===== config.mk =====
export PLATFORM = sky130hd
export DESIGN_NAME = bank_timing_tracker
export DESIGN_NICKNAME = d
export VERILOG_FILES = /design/src/rtl/btt_pkg.sv /design/src/rtl/btt_bank_slot.sv /design/src/rtl/btt_cmd_check.sv /design/src/rtl/bank_timing_tracker.sv
export SDC_FILE = /design/constraint.sdc
export NUM_CORES = 2
export LEC_CHECK = 0
export BUFFER_PORTS_ARGS = -buffer_cell sky130_fd_sc_hd__buf_4
export CAP_MARGIN = 15
export CORE_UTILIZATION = 31
export CTS_CLUSTER_SIZE = 14
export DETAILED_ROUTE_END_ITERATION = 12
export GPL_TIMING_DRIVEN = 0
export PLACE_DENSITY = 0.46
export SLEW_MARGIN = 20
export SYNTH_ARGS = -nofsm -noshare
export SYNTH_HDL_FRONTEND = slang
export SYNTH_HIERARCHICAL = 1
export SYNTH_SLANG_ARGS = --single-unit

===== constraint.sdc =====
create_clock -name clk -period 4.5 [get_ports clk]
set_input_delay 0.675 -clock clk [delete_from_list [all_inputs] [get_ports clk]]
set_output_delay 0.675 -clock clk [all_outputs]
set_load 0.05 [all_outputs]

===== src/rtl/btt_pkg.sv =====
package btt_pkg;

    typedef enum logic [1:0] {
        OP_ACT = 2'd0,
        OP_RD  = 2'd1,
        OP_WR  = 2'd2,
        OP_PRE = 2'd3
    } op_e;

    // Width needed to hold values 0..v
    function automatic int unsigned bits_for(input int unsigned v);
        return (v < 2) ? 1 : $clog2(v + 1);
    endfunction

    function automatic int unsigned imax(input int unsigned a, input int unsigned b);
        return (a > b) ? a : b;
    endfunction

endpackage


===== src/rtl/btt_bank_slot.sv =====
module btt_bank_slot
    import btt_pkg::*;
#(
    parameter int ROW_W   = 14,
    parameter int T_RCD   = 14,
    parameter int T_RP    = 14,
    parameter int T_RAS   = 34,
    parameter int T_RTP   = 4,
    parameter int T_WREC  = 22,
    parameter int CW      = 8
) (
    input  logic             clk,
    input  logic             rst,
    input  logic             apply_i,
    input  op_e              op_i,
    input  logic [ROW_W-1:0] row_i,
    output logic             act_ok,
    output logic             rd_ok,
    output logic             wr_ok,
    output logic             pre_ok,
    output logic             open_q,
    output logic [ROW_W-1:0] row_q
);
    localparam logic [CW-1:0] L_RCD  = CW'(T_RCD - 1);
    localparam logic [CW-1:0] L_RAS  = CW'(T_RAS - 1);
    localparam logic [CW-1:0] L_RP   = CW'(T_RP - 1);
    localparam logic [CW-1:0] L_RTP  = CW'(T_RTP - 1);
    localparam logic [CW-1:0] L_WREC = CW'(T_WREC - 1);
    localparam logic [CW-1:0] A_RCD  = CW'(T_RP + T_RCD - 1);
    localparam logic [CW-1:0] A_RAS  = CW'(T_RP + T_RAS - 1);

    logic [CW-1:0] rcd_q, pre_q, rp_q;
    logic [CW-1:0] rcd_dec, pre_dec, rp_dec;

    assign rcd_dec = (rcd_q == '0) ? '0 : rcd_q - 1'b1;
    assign pre_dec = (pre_q == '0) ? '0 : pre_q - 1'b1;
    assign rp_dec  = (rp_q  == '0) ? '0 : rp_q  - 1'b1;

    assign act_ok = open_q ? (rcd_q == '0) : (rp_q == '0);
    assign rd_ok  = open_q && (rcd_q == '0);
    assign wr_ok  = open_q && (rcd_q == '0);
    assign pre_ok = open_q && (pre_q == '0);

    always_ff @(posedge clk) begin
        if (rst) begin
            open_q <= 1'b0;
            row_q  <= '0;
            rcd_q  <= '0;
            pre_q  <= '0;
            rp_q   <= '0;
        end else begin
            rcd_q <= rcd_dec;
            pre_q <= pre_dec;
            rp_q  <= rp_dec;
            if (apply_i) begin
                unique case (op_i)
                    OP_ACT: begin
                        row_q <= row_i;
                        if (open_q) begin
                            // internal close: old row's remaining wait, then precharge
                            rcd_q <= pre_q + A_RCD;
                            pre_q <= pre_q + A_RAS;
                        end else begin
                            open_q <= 1'b1;
                            rcd_q  <= L_RCD;
                            pre_q  <= L_RAS;
                        end
                    end
                    OP_RD:  pre_q <= (pre_dec > L_RTP)  ? pre_dec : L_RTP;
                    OP_WR:  pre_q <= (pre_dec > L_WREC) ? pre_dec : L_WREC;
                    OP_PRE: begin
                        open_q <= 1'b0;
                        rp_q   <= L_RP;
                    end
                    default: ;
                endcase
            end
        end
    end


    act_rcd_chk: assert property (@(posedge clk) disable iff (rst)
        (apply_i && op_i == OP_ACT) |=> (!rd_ok && !wr_ok));

    act_ras_chk: assert property (@(posedge clk) disable iff (rst)
        (apply_i && op_i == OP_ACT) |=> !pre_ok);

    pre_close_chk: assert property (@(posedge clk) disable iff (rst)
        (apply_i && op_i == OP_PRE) |=> (!open_q && !act_ok));

    act_row_chk: assert property (@(posedge clk) disable iff (rst)
        (apply_i && op_i == OP_ACT) |=> (open_q && row_q == $past(row_i)));

    rd_hold_chk: assert property (@(posedge clk) disable iff (rst)
        (apply_i && op_i == OP_RD) |=> (open_q && !pre_ok));

endmodule


===== src/rtl/btt_cmd_check.sv =====
module btt_cmd_check
    import btt_pkg::*;
#(
    parameter int NB     = 16,
    parameter int ROW_W  = 14,
    parameter int BANK_W = 4
) (
    input  logic                      cmd_valid,
    input  op_e                       op,
    input  logic [BANK_W-1:0]         bank,
    input  logic [ROW_W-1:0]          row,
    input  logic [NB-1:0]             act_ok,
    input  logic [NB-1:0]             rd_ok,
    input  logic [NB-1:0]             wr_ok,
    input  logic [NB-1:0]             pre_ok,
    input  logic [NB-1:0]             open_v,
    input  logic [NB-1:0][ROW_W-1:0]  rows,
    output logic [NB-1:0]             apply,
    output logic                      illegal
);
    logic legal;

    always_comb begin
        unique case (op)
            OP_ACT:  legal = act_ok[bank] && !(open_v[bank] && rows[bank] == row);
            OP_RD:   legal = rd_ok[bank];
            OP_WR:   legal = wr_ok[bank];
            OP_PRE:  legal = pre_ok[bank];
            default: legal = 1'b0;
        endcase
    end

    always_comb begin
        apply = '0;
        if (cmd_valid && legal) apply[bank] = 1'b1;
    end

    assign illegal = cmd_valid && !legal;

endmodule


===== src/rtl/bank_timing_tracker.sv =====
module bank_timing_tracker
    import btt_pkg::*;
#(
    parameter int NB       = 16,
    parameter int ROW_W    = 14,
    parameter int T_RCD    = 14,
    parameter int T_RP     = 14,
    parameter int T_RAS    = 34,
    parameter int T_WL     = 4,
    parameter int T_BURST  = 2,
    parameter int T_WR     = 16,
    parameter int T_RTP_S  = 4,
    parameter int T_RTP_L  = 6,
    parameter bit LONG_RTP = 1'b0
) (
    input  logic                        clk,
    input  logic                        rst,
    input  logic                        cmd_valid,
    input  logic [1:0]                  cmd_op,
    input  logic [$clog2(NB)-1:0]       cmd_bank,
    input  logic [ROW_W-1:0]            cmd_row,
    input  logic [$clog2(NB)-1:0]       q_bank,
    output logic [NB-1:0]               act_ok,
    output logic [NB-1:0]               rd_ok,
    output logic [NB-1:0]               wr_ok,
    output logic [NB-1:0]               pre_ok,
    output logic                        q_open,
    output logic [ROW_W-1:0]            q_row,
    output logic                        cmd_err
);
    localparam int BANK_W = $clog2(NB);
    localparam int T_RTP  = LONG_RTP ? T_RTP_L : T_RTP_S;
    localparam int T_WREC = T_WL + T_BURST + T_WR;
    localparam int PEAK   = imax(imax(T_RAS, T_WREC), T_RTP) + T_RP + T_RAS + T_RCD;
    localparam int CW     = bits_for(PEAK);

    op_e                      op;
    logic [NB-1:0]            apply;
    logic [NB-1:0]            open_v;
    logic [NB-1:0][ROW_W-1:0] rows;
    logic                     illegal;

    assign op = op_e'(cmd_op);

    btt_cmd_check #(.NB(NB), .ROW_W(ROW_W), .BANK_W(BANK_W)) u_check (
        .cmd_valid (cmd_valid),
        .op        (op),
        .bank      (cmd_bank),
        .row       (cmd_row),
        .act_ok    (act_ok),
        .rd_ok     (rd_ok),
        .wr_ok     (wr_ok),
        .pre_ok    (pre_ok),
        .open_v    (open_v),
        .rows      (rows),
        .apply     (apply),
        .illegal   (illegal)
    );

    for (genvar b = 0; b < NB; b++) begin : g_bank
        btt_bank_slot #(
            .ROW_W(ROW_W), .T_RCD(T_RCD), .T_RP(T_RP), .T_RAS(T_RAS),
            .T_RTP(T_RTP), .T_WREC(T_WREC), .CW(CW)
        ) u_slot (
            .clk     (clk),
            .rst     (rst),
            .apply_i (apply[b]),
            .op_i    (op),
            .row_i   (cmd_row),
            .act_ok  (act_ok[b]),
            .rd_ok   (rd_ok[b]),
            .wr_ok   (wr_ok[b]),
            .pre_ok  (pre_ok[b]),
            .open_q  (open_v[b]),
            .row_q   (rows[b])
        );
    end

    always_ff @(posedge clk) begin
        if (rst) cmd_err <= 1'b0;
        else     cmd_err <= illegal;
    end

    assign q_open = open_v[q_bank];
    assign q_row  = rows[q_bank];


    err_src_chk: assert property (@(posedge clk) disable iff (rst)
        cmd_err |-> $past(cmd_valid));

    err_frozen_chk: assert property (@(posedge clk) disable iff (rst)
        (cmd_valid && illegal) |=> ($stable(open_v) && $stable(rows)));

    one_apply_chk: assert property (@(posedge clk) disable iff (rst)
        $onehot0(apply));

endmodule


==> results by group <==
Clock tree
  – Clock sink count: 577
  – Hold-fix buffers at CTS: 0
  – CTS H-tree depth: 3
  – Clk slew on worst S/H paths: approximately 0.06 ns
  – Clk Latency, worst-skew pair: 0.65 ns
  – Worst-case clock buffer depth: 3
  – CTS tree: built
  – Clock buffer count from CTS: 75
  – Root Driver: clkbuf_16

Placement
  – GPL Wtd Cong: 0.9544
  – Port buffer count: 101
  – Post-DP HPWL: 95,650 um
  – Pre-CTS setup slack: -1.597 ns

Global routing
  – Vias in the first global route: 31,140
  – Remaining global-route overflow: 0
  – Global-route wire length before repair: 197,000 um
  – Largest net degree at the start of global routing: 66
  – Antenna violations before repair: 6
  – GRT Overall Usage: a little over a fifth

Timing
  – Minimum clock period: roughly 4.4 ns
  – Final Setup Violations: 0
  – Slew HR: about 33%
  – Fin Setup TNS: 0 ns
  – RSZ-0062 raised after global routing: yes
  – Hold_ws: 0.4589 ns
  – Fin. Hold Viols: 0
  – Final WS setup: 0.07733 ns
  – Worst Skew: 0.02720 ns
  – Max Fclk: 0.2261 GHz
  – Max-slew violations: 0
  – Final Cycle Share: a little over nine tenths
  – Worst slew pin tran: 0.9982 ns

Worst setup path
  – Reg-to-reg startpoint: g_bank[3].u_slot/pre_q[0]
  – Critical path class: primary input to register
  – Crit. End Element: register
  – WP data arrival: just under 5 ns
  – CP Launch Type: primary input
  – CP startpoint: cmd_bank[1]
  – Crit path required time: approximately 5.0 ns
  – Critical path peak fanout: 10

Floorplan
  – Core area: 0.1168 mm2
  – Die Span Y: around 350 um
  – Die Area: 0.1200 mm2
  – Starting Density: a little under a third
  – Io pins: 107
  – Core Rows: 125
  – Die Width: 346.4 um

Drt
  – Via-to-Cell Ratio: 5.408
  – Final wirelength: 131,600 um
  – Routed wl met2: 58,410 um
  – Via count: 33,250
  – Metal-1 WL: between 60,000 and 70,000 um
  – Routed Antenna Nets: 0
  – Residual DRC: 0
  – Met3 wire length: 8463 um
  – WL/cell: approximately 21 um
  – Top Metal Used: met5
  – Pre-Repair DR Iteration Count: 5
  – DR iter-0 viols: 2,749

Synth
  – Asr flop ratio synth: 0%
  – Mapped Cells: 4,406
  – Cell variety after synth: slightly above 60
  – Synthesized net count: 4,577
  – Share of the synthesized area in the top cell type: 31.41%
  – Most frequent cells after synthesis: nand2_1, dfxtp_1, a21oi_1
  – Top-count cell post-synth: nand2_1
  – Post-Synthesis Cell Area: 0.03678 mm2
  – Register area share after synthesis: between 30% and 40%
  – Yosys reg bits: 577
  – Syn avg cell area: 8.347 um2
  – Most area-consuming cells after synthesis: dfxtp_1, mux4_2, nand2_1
  – EDFF count, synth: 0
  – YS warnings: 6
  – Area leader, netlist: dfxtp_1
  – Main flop type after synthesis: dfxtp_1

Finish
  – # diodes: 0
  – Area delta synth->final: 16.12%
  – Fraction of layout cells with a size suffix above 1: 16.48%
  – Nets@finish: 4,743

Power
  – Power per standard cell area: about 610 mW/mm2
  – Peak supply drop: 324.0 uV
  – Leak: 16.56 nW

Hold path
  – Hold path startpoint: cmd_row[5]
  – HP Class: primary input to register

Outcome
  – Run status: finished, final reports clean

Run
  – Max Cap Viol: 0
worst paths after layout:
kind,end,slack (ns),cells after the start
worst min-delay path,g_bank[7].u_slot/row_q[5],0.46,3
worst min register to register,g_bank[11].u_slot/row_q[9],0.47,2
worst max register to register,g_bank[3].u_slot/pre_q[0],0.10,16
worst max-delay path,g_bank[3].u_slot/pre_q[0],0.08,17
registers in the layout (all words and copies together) (netlist names):
name,count
cmd_err,1
g_bank.u_slot/open_q,16
g_bank.u_slot/pre_q,112
g_bank.u_slot/rcd_q,112
g_bank.u_slot/row_q,224
g_bank.u_slot/rp_q,112
per-layer routing:
layer / vias up / GRT usage [%]
li1: 16000 / -
met1: 16150 / 29.46
met2: 939 / 33.24
met3: 166 / 3.873
met4: 2 / 5.796
met5: - / 0
stage by stage:
stage	area, um2	power (mW)	instances	util (%)
finish	42700	26.11	6149	36.55
floorplan	36780	16.83	4406	-
global route	42700	28.11	6149	36.55
CTS	42290	26.12	6165	36.19
global placement	39440	19.75	6031	33.76
detailed placement	39450	19.67	6031	33.76
critical path, stage by stage:
cell and delay (ns):
buf_4 0.14, clkbuf_2 0.36, buf_2 0.36, nor2_1 0.70, a22o_1 0.25, a221oi_1 0.06, xor2_1 0.18, o41ai_1 0.35
o221a_1 0.28, buf_4 0.25, buf_6 0.28, a21oi_4 0.15, nor2b_1 0.19, nand2_1 0.12, and3b_1 0.20, o31ai_1 0.23
a21oi_1 0.11
cells in the final DEF, fill, tap and decap left out, types with 32 or more instances in the layout:
cell       netlist  routed
a211oi_1        49      49
a21oi_1        433     417
a22oi_1         50      50
a32oi_1         48      48
and2_1          84      59
and3_1          48      41
and3b_1         32      32
buf_2           39      36
buf_4           39     154
buf_6           28      32
clkbuf_1       154     101
clkbuf_16        0      77
clkbuf_2         0      38
dfxtp_1        577     565
ha_1           144     125
inv_1          145     145
mux2i_1         41      41
mux4_2         110     110
nand2_1        632     623
nand2b_1        33      32
nand3b_1        50      50
nor2_1         358     352
nor2b_1        109     102
nor3_1         113     106
o21ai_0        164     164
o31ai_1         48      42
or2_2           32      32
or3_1           32      32
xnor2_1        137     137
xor2_1         177     177
power breakdown:
group	internal [mW]	switching, mW
Combinational	5.46	7.31
Sequential	6.23	0.895
Clock	3.72	2.48
Total	15.4	10.7
layout make-up:
cell class	instances	area, um2
inverter	145	544.3
buffer	269	1541
multi-input combinational	3391	23780
clock buffer	100	2163
tap	1524	1907
sequential	577	11570
fill	12010	74130
timing repair buffer	113	855.8
clock inverter	30	349.1
cell families after synthesis:
family	synth area share, %
XOR/XNOR	7.478
adder cells (fa/ha/maj)	4.899
buffers and inverters	5.583
multiplexers	9.148
AO/OA/AOI/OAI	19.27
AND/OR/NAND/NOR	22.21
flip-flops	31.41
repair_timing:
item | 4_1_cts | 5_1_grt
pin swaps | 0 | 3
setup endpoints to repair | 505 | 371
gates resized for setup | 93 | 180
cloned | 0 | 2
setup buffers | 5 | 6
Note: power is estimated with default switching activity, not from simulation.
